## config.mk

```make
export PLATFORM = sky130hd
export DESIGN_NAME = alu_cc_unit
export DESIGN_NICKNAME = d
export VERILOG_FILES = /design/src/rtl/alu_cc_pkg.sv /design/src/rtl/alu_addsub.sv /design/src/rtl/alu_mul.sv /design/src/rtl/alu_flags.sv /design/src/rtl/alu_cc_unit.sv
export SDC_FILE = /design/constraint.sdc
export NUM_CORES = 1
export LEC_CHECK = 0
export ABC_AREA = 1
export CORE_MARGIN = 1.5
export CORE_UTILIZATION = 65
export DETAILED_ROUTE_END_ITERATION = 16
export DONT_BUFFER_PORTS = 1
export PLACE_DENSITY = 0.81
export SYNTH_ARGS = -nofsm -noshare
export SYNTH_HDL_FRONTEND = slang
export SYNTH_HIERARCHICAL = 1
export SYNTH_SLANG_ARGS = --single-unit
```

## constraint.sdc

```tcl
create_clock -name clk_i -period 18.7 [get_ports clk_i]
set_input_delay 2.805 -clock clk_i [delete_from_list [all_inputs] [get_ports clk_i]]
set_output_delay 2.805 -clock clk_i [all_outputs]
set_load 0.005 [all_outputs]
```

## src/rtl/alu_cc_pkg.sv

```systemverilog
package alu_cc_pkg;
  localparam int unsigned OP_W = 3;
  localparam int unsigned CC_W = 4;

  typedef enum logic [OP_W-1:0] {
    OP_ADD  = 3'd0,
    OP_SUB  = 3'd1,
    OP_TADD = 3'd2,
    OP_TSUB = 3'd3,
    OP_UMUL = 3'd4,
    OP_SMUL = 3'd5,
    OP_RSV6 = 3'd6,
    OP_RSV7 = 3'd7
  } alu_op_e;

  typedef struct packed {
    logic n;
    logic z;
    logic v;
    logic c;
  } cc_t;

  function automatic logic op_is_legal(alu_op_e op);
    return (op != OP_RSV6) && (op != OP_RSV7);
  endfunction

  function automatic logic op_is_mul(alu_op_e op);
    return (op == OP_UMUL) || (op == OP_SMUL);
  endfunction

  function automatic logic op_is_sub(alu_op_e op);
    return (op == OP_SUB) || (op == OP_TSUB);
  endfunction

  function automatic logic op_is_tag(alu_op_e op);
    return (op == OP_TADD) || (op == OP_TSUB);
  endfunction
endpackage

```

## src/rtl/alu_addsub.sv

```systemverilog
module alu_addsub #(
  parameter int unsigned WIDTH = 32,
  parameter int unsigned TAG_W = 2
) (
  input  logic [WIDTH-1:0] a_i,
  input  logic [WIDTH-1:0] b_i,
  input  logic             sub_i,
  input  logic             tag_i,
  output logic [WIDTH-1:0] sum_o,
  output logic             v_o,
  output logic             c_o
);
  localparam int unsigned MSB = WIDTH - 1;

  logic [WIDTH-1:0] b_eff;
  logic [WIDTH:0]   raw;
  logic             a_s, b_s, r_s;
  logic             v_add, v_sub, c_add, c_sub;
  logic             tag_bad;

  assign b_eff = sub_i ? ~b_i : b_i;
  assign raw   = {1'b0, a_i} + {1'b0, b_eff} + {{WIDTH{1'b0}}, sub_i};
  assign sum_o = raw[MSB:0];

  assign a_s = a_i[MSB];
  assign b_s = b_i[MSB];
  assign r_s = sum_o[MSB];

  // sign-bit flag equations, kept separate from the adder carry chain
  assign v_add = (a_s & b_s & ~r_s) | (~a_s & ~b_s & r_s);
  assign c_add = (a_s & b_s) | (~r_s & (a_s | b_s));
  assign v_sub = (a_s & ~b_s & ~r_s) | (~a_s & b_s & r_s);
  assign c_sub = (~a_s & b_s) | (r_s & (~a_s | b_s));

  generate
    if (TAG_W > 0) begin : g_tag
      assign tag_bad = (|a_i[TAG_W-1:0]) | (|b_i[TAG_W-1:0]);
    end else begin : g_notag
      assign tag_bad = 1'b0;
    end
  endgenerate

  assign v_o = (sub_i ? v_sub : v_add) | (tag_i & tag_bad);
  assign c_o = sub_i ? c_sub : c_add;
endmodule

```

## src/rtl/alu_mul.sv

```systemverilog
module alu_mul #(
  parameter int unsigned WIDTH     = 32,
  parameter bit          FULL_PROD = 1'b0
) (
  input  logic [WIDTH-1:0] a_i,
  input  logic [WIDTH-1:0] b_i,
  input  logic             signed_i,
  output logic [WIDTH-1:0] prod_o
);
  localparam int unsigned PW = 2 * WIDTH;

  generate
    if (FULL_PROD) begin : g_full
      logic [PW-1:0] ext_a, ext_b, prod;
      assign ext_a  = {{WIDTH{signed_i & a_i[WIDTH-1]}}, a_i};
      assign ext_b  = {{WIDTH{signed_i & b_i[WIDTH-1]}}, b_i};
      assign prod   = ext_a * ext_b;
      assign prod_o = prod[WIDTH-1:0];
    end else begin : g_low
      // low half is sign-independent
      logic unused_sign;
      assign unused_sign = signed_i;
      assign prod_o      = a_i * b_i;
    end
  endgenerate
endmodule

```

## src/rtl/alu_flags.sv

```systemverilog
module alu_flags
  import alu_cc_pkg::*;
#(
  parameter int unsigned WIDTH = 32
) (
  input  logic [WIDTH-1:0] res_i,
  input  logic             arith_i,
  input  logic             v_i,
  input  logic             c_i,
  output cc_t              cc_o
);
  always_comb begin
    cc_o.n = res_i[WIDTH-1];
    cc_o.z = (res_i == '0);
    cc_o.v = arith_i & v_i;
    cc_o.c = arith_i & c_i;
  end
endmodule

```

## src/rtl/alu_cc_unit.sv

```systemverilog
module alu_cc_unit
  import alu_cc_pkg::*;
#(
  parameter int unsigned WIDTH     = 32,
  parameter int unsigned TAG_W     = 2,
  parameter bit          FULL_PROD = 1'b0
) (
  input  logic             clk_i,
  input  logic             rst_ni,
  input  logic             valid_i,
  input  logic [2:0]       op_i,
  input  logic             cc_en_i,
  input  logic [WIDTH-1:0] a_i,
  input  logic [WIDTH-1:0] b_i,
  output logic [WIDTH-1:0] result_o,
  output logic [3:0]       cc_next_o,
  input  logic             cc_load_i,
  input  logic [31:0]      cc_load_data_i,
  output logic [3:0]       cc_o,
  output logic [31:0]      cc_word_o
);
  alu_op_e          op;
  logic [WIDTH-1:0] sum, prod;
  logic             as_v, as_c;
  logic             legal, upd;
  cc_t              cc_next, cc_q;

  assign op    = alu_op_e'(op_i);
  assign legal = op_is_legal(op);
  assign upd   = valid_i & cc_en_i & legal;

  alu_addsub #(.WIDTH(WIDTH), .TAG_W(TAG_W)) i_addsub (
    .a_i  (a_i),
    .b_i  (b_i),
    .sub_i(op_is_sub(op)),
    .tag_i(op_is_tag(op)),
    .sum_o(sum),
    .v_o  (as_v),
    .c_o  (as_c)
  );

  alu_mul #(.WIDTH(WIDTH), .FULL_PROD(FULL_PROD)) i_mul (
    .a_i     (a_i),
    .b_i     (b_i),
    .signed_i(op == OP_SMUL),
    .prod_o  (prod)
  );

  always_comb begin
    if (!legal)               result_o = '0;
    else if (op_is_mul(op))   result_o = prod;
    else                      result_o = sum;
  end

  alu_flags #(.WIDTH(WIDTH)) i_flags (
    .res_i  (result_o),
    .arith_i(legal & ~op_is_mul(op)),
    .v_i    (as_v),
    .c_i    (as_c),
    .cc_o   (cc_next)
  );

  always_ff @(posedge clk_i or negedge rst_ni) begin
    if (!rst_ni)        cc_q <= '0;
    else if (cc_load_i) cc_q <= cc_t'(cc_load_data_i[3:0]);
    else if (upd)       cc_q <= cc_next;
  end

  assign cc_next_o = cc_next;
  assign cc_o      = cc_q;
  assign cc_word_o = {28'd0, cc_q};

  // codes only move on a request
  p_cc_hold_r7: assert property (@(posedge clk_i) disable iff (!rst_ni)
    (!cc_load_i && !upd) |=> $stable(cc_o));
  // committed value is the candidate seen at the edge
  p_cc_commit_r7: assert property (@(posedge clk_i) disable iff (!rst_ni)
    (!cc_load_i && upd) |=> (cc_o == $past(cc_next_o)));
  // load takes low nibble and wins over update
  p_cc_load_r9: assert property (@(posedge clk_i) disable iff (!rst_ni)
    cc_load_i |=> (cc_o == $past(cc_load_data_i[3:0])));
  // multiply never reports overflow or carry
  p_mul_vc_r6: assert property (@(posedge clk_i) disable iff (!rst_ni)
    (valid_i && op_is_mul(op)) |-> (cc_next_o[1:0] == 2'b00));
  // misaligned tagged operand raises overflow
  p_tag_ovf_r5: assert property (@(posedge clk_i) disable iff (!rst_ni)
    (valid_i && op_is_tag(op) && ((a_i[1:0] != 2'b00) || (b_i[1:0] != 2'b00)))
      |-> cc_next_o[1]);
  // reserved codes yield zero
  p_rsv_zero_r11: assert property (@(posedge clk_i) disable iff (!rst_ni)
    (valid_i && !legal) |-> (result_o == '0));
  // upper status bits read zero
  p_word_upper_r10: assert property (@(posedge clk_i) disable iff (!rst_ni)
    cc_word_o[31:4] == 28'd0);
endmodule

```

==> flow_summary.yaml, run 1 <==
route:
  drc: 0
  avgRoutedWirePerCell_um: 18.1
  viasPerCell: 5.50
  ant_nets: 0
  drtIter0Drc: 1443
  via_count: 17300
  drt_wl_total_mm: 56.8
  first_pass_iters: 6
synth:
  syn_area_sq_um: 20200
  synth_area_per_cell_sq_um: 7.04
  synthCells: 2873
  yosysWarnings: 6
worst_setup_path:
  crit_type: "in2out"
  critPathRequiredTime_ns: 15.89
  path_buf_inv: 5
  cp_common_cell: "fa_1"
  startpoint_type: "input port"
  slowest_delay_ns: 0.55
  cp_max_fo: 28
  end_kind: "primary output"
  path_delay_family: "adder cells"
  crit_path_top_delay_cell: "fa_1"
  arrival_ns: 9.67
layout:
  mostFrequentLayoutCell: "nand2_1"
  area_growth_pct: -0.637
  largest_reg_flops: 4
  layout-drive-gt1-share_pct: 2.22
  nNetsFinal: 3420
  final_cell_mix: "nand2_1, inv_1, fa_1, ha_1, nand3_1"
  antenna_cells_inserted: 0
clock_network:
  cts_hold_buffers: 0
  ctsResizeCount: 0
  clock_path_buffers: 2
  numCtsBuffers: 3
  htreeDepth: 1
  cts_tree: "done"
  clk_latency_ns: 0.22
  clkTransAtPathRegs_ns: 0.03
  cts_setup_buffers: 0
  clock_sinks: 4
  clockRootBuffer: "clkbuf_16"
run:
  cap_violations: 0
timing:
  skew_ns: 0
  min_period_ns: 12.47
  worst_pin_slew_ns: 1.20
  max_freq_mhz: 80.2
  slew_violations: 0
  grt_setup_unrepaired: "false"
  relSlewSlack_pct: 19.9
  setup_tns_ns: 0
  finalHoldViolCount: 0
  finalCritPeriodShare_pct: 66.7
  setup_viol: 0
floorplan:
  coreArea_sq_um: 30600
  dieHeight_um: 179
  num_rows: 64
  die_w_um: 179
  dieArea_sq_um: 32200
  io_pins: 176
  start_util_pct: 66.1
grt:
  antenna_found_initial: 0
  grt_start_max_net_pins: 37
  track_usage_pct: 37.3
  grt_pass1_vias: 18700
  grt_pass1_wl_mm: 92.6
  gr-total-overflow: 0
placed_design:
  io_buffers: 0
  dpl.hpwl_mm: 44.1
  place_congestion: 0.939
status:
  status: "completed"
worst_hold_path:
  hold_path_class: "reg2reg"
final cells by class:
cell class | instances | area (sq um)
Fill cell | 2702 | 10500
Sequential cell | 4 | 100
Clock buffer | 3 | 75.1
Multi-Input combinational cell | 1929 | 16400
Tap cell | 396 | 495
Inverter | 816 | 3070
worst paths after layout:
check                         from            to  slack (ns)  depth (start not counted)
max                         b_i[5]  cc_next_o[2]        6.23                         29
min                        cc_o[2]       cc_o[2]        0.58                          2
max reg2reg                cc_o[0]       cc_o[0]       18.01                          2
min reg2reg                cc_o[2]       cc_o[2]        0.58                          2
max in group asynchronous   rst_ni       cc_o[0]       16.36                          0
min in group asynchronous   rst_ni       cc_o[1]        2.27                          0
metrics by stage:
step	instances	hold WS [ns]	area, sq um	utilization [%]	setup WS, ns
floorplan	2900	0.522	20300	-	6.60
global placement	3145	0.569	20000	65.4	6.41
detailed placement	3145	0.565	20000	65.4	6.36
CTS	3148	0.581	20100	65.7	6.32
global route	3148	0.617	20100	65.7	5.81
finish	3148	0.582	20100	65.7	6.23
metal layers:
metal / wire length (um) / track usage [%]
met1: 22100 / 48.0
met2: 26600 / 61.5
met3: 5740 / 8.42
met4: 2400 / 14.6
met5: 0 / 0
worst min-delay path: cells and delay by family, from the launching register on:
family / cells / cell delay (ns)
flops: 1 / 0.39
simple gates: 2 / 0.15
Power of run 1 is not shown: default switching activity piles up to over one toggle a cycle in this logic, so the estimate is an artifact.
==> run 2: changes to the inputs <==
--- a/config.mk
+++ b/config.mk
@@ -7,7 +7,7 @@
 export LEC_CHECK = 0
 export ABC_AREA = 1
 export CORE_MARGIN = 1.5
-export CORE_UTILIZATION = 65
+export CORE_UTILIZATION = 62
 export DETAILED_ROUTE_END_ITERATION = 16
 export DONT_BUFFER_PORTS = 1
 export PLACE_DENSITY = 0.81
==> constraint.sdc (replaced) <==
create_clock -name clk_i -period 10.4 [get_ports clk_i]
set_input_delay 1.56 -clock clk_i [delete_from_list [all_inputs] [get_ports clk_i]]
set_output_delay 1.56 -clock clk_i [all_outputs]
set_load 0.005 [all_outputs]
==> run 2 against run 1 <==
Net effect: worst hold slack improved by 0.0061 ns; largest cell class unchanged; global-route usage decreased by 1.9 points; design area increased by 0.26%; routed wire length decreased by 0.67%; flip-flop and latch count unchanged.
==> flow_summary.yaml, run 2 (synthesis gave the netlist of run 1 again) <==
grt:
  grt_pass1_vias: 18500
  gr-total-overflow: 0
  grt_start_max_net_pins: 37
  track_usage_pct: 35.4
  grt_pass1_wl_mm: 93.0
  antenna_found_initial: 0
placed_design:
  dpl.hpwl_mm: 43.7
  io_buffers: 0
  place_congestion: 0.950
route:
  first_pass_iters: 7
  viasPerCell: 5.37
  ant_nets: 0
  avgRoutedWirePerCell_um: 17.7
  via_count: 17100
  drc: 0
  drtIter0Drc: 1346
  drt_wl_total_mm: 56.4
clock_network:
  cts_setup_buffers: 0
  cts_tree: "done"
  numCtsBuffers: 3
  cts_hold_buffers: 0
  ctsResizeCount: 0
  clkTransAtPathRegs_ns: 0.03
  clk_latency_ns: 0.23
  htreeDepth: 1
  clock_path_buffers: 2
  clockRootBuffer: "clkbuf_16"
  clock_sinks: 4
timing:
  max_freq_mhz: 101
  slew_violations: 0
  worst_pin_slew_ns: 1.24
  skew_ns: 0
  finalCritPeriodShare_pct: 95.6
  finalHoldViolCount: 0
  setup_tns_ns: 0
  grt_setup_unrepaired: "false"
  min_period_ns: 9.95
  relSlewSlack_pct: 17.2
  setup_viol: 0
worst_setup_path:
  cp_max_fo: 31
  reg2reg_depth: 2
  critPathRequiredTime_ns: 8.84
  path_delay_family: "adder cells"
  end_kind: "primary output"
  r2r_end: "cc_o[2]"
  slowest_delay_ns: 0.55
  arrival_ns: 8.39
  rr_startpoint: "cc_o[2]"
  path_buf_inv: 5
  reg2reg_slack_ns: 9.69
  crit_type: "in2out"
  crit_path_top_delay_cell: "fa_1"
  cp_common_cell: "fa_1"
  startpoint_type: "input port"
worst_hold_path:
  hold_path_class: "reg2reg"
  hold_end: "cc_o[1]"
  hp-start: "cc_o[1]"
  hold_path_depth: 2
floorplan:
  num_rows: 65
  coreArea_sq_um: 31800
  dieArea_sq_um: 33700
  dieHeight_um: 184
  io_pins: 176
  die_w_um: 184
  start_util_pct: 63.6
layout:
  nNetsFinal: 3420
  final_core_util_pct: 63.3
  layout-drive-gt1-share_pct: 2.22
  mostFrequentLayoutCell: "nand2_1"
  largest_reg_flops: 4
  area_growth_pct: -0.384
  fill_cells: 2756
  final_cell_mix: "nand2_1, inv_1, fa_1, ha_1, nand3_1"
status:
  status: "completed"
run:
  cap_violations: 0
## run 2: cell types whose count changed in the layout (fill, tap and decap cells not counted)
cell,delta
diode_2,+1
## run 2: how the worst max path moves through the flow
stage	start	end	slack [ns]	depth (start not counted)
after floorplan	b_i[3]	cc_next_o[2]	0.79	34
after global placement	b_i[5]	cc_next_o[2]	0.62	29
after detailed placement	a_i[16]	cc_next_o[2]	0.56	29
after CTS	a_i[16]	cc_next_o[2]	0.52	29
after global routing	b_i[2]	cc_next_o[2]	0.11	29
final	b_i[2]	cc_next_o[2]	0.45	29
## run 2: cell type report
| cell class | instances | area (sq um) | area share, % |
|---|---|---|---|
| Tap cell | 435 | 544 | 2.70 |
| Inverter | 816 | 3070 | 15.2 |
| Multi-Input combinational cell | 1929 | 16400 | 81.2 |
| Clock buffer | 3 | 75.1 | 0.373 |
| Antenna cell | 1 | 2.50 | 0.0124 |
| Sequential cell | 4 | 100 | 0.497 |
## run 2: routing by layer
layer	routed length, um	vias to the layer above	global-route usage, %	share of wire (%)
met3	5980	135	7.47	11
met1	21600	8242	45.5	38
met4	2480	0	14.9	4.4
li1	-	7850	-	-
met5	0	-	0	0
met2	26400	893	58.4	47
## run 2: metrics by stage
stage	hold slack (ns)	setup slack, ns	area (sq um)	cells
2_1_floorplan	0.522	0.785	20300	2900
3_3_place_gp	0.568	0.617	20100	3184
3_5_place_dp	0.578	0.563	20100	3184
4_1_cts	0.583	0.524	20100	3187
5_1_grt	0.626	0.113	20100	3187
6_report	0.589	0.454	20100	3188
## run 2: worst register-to-register path: cells and delay by family (launching register included)
| kind | cells | cell delay, ns |
|---|---|---|
| flops | 1 | 0.42 |
| simple gates | 2 | 0.17 |
Power of run 2 is left out for the same reason.
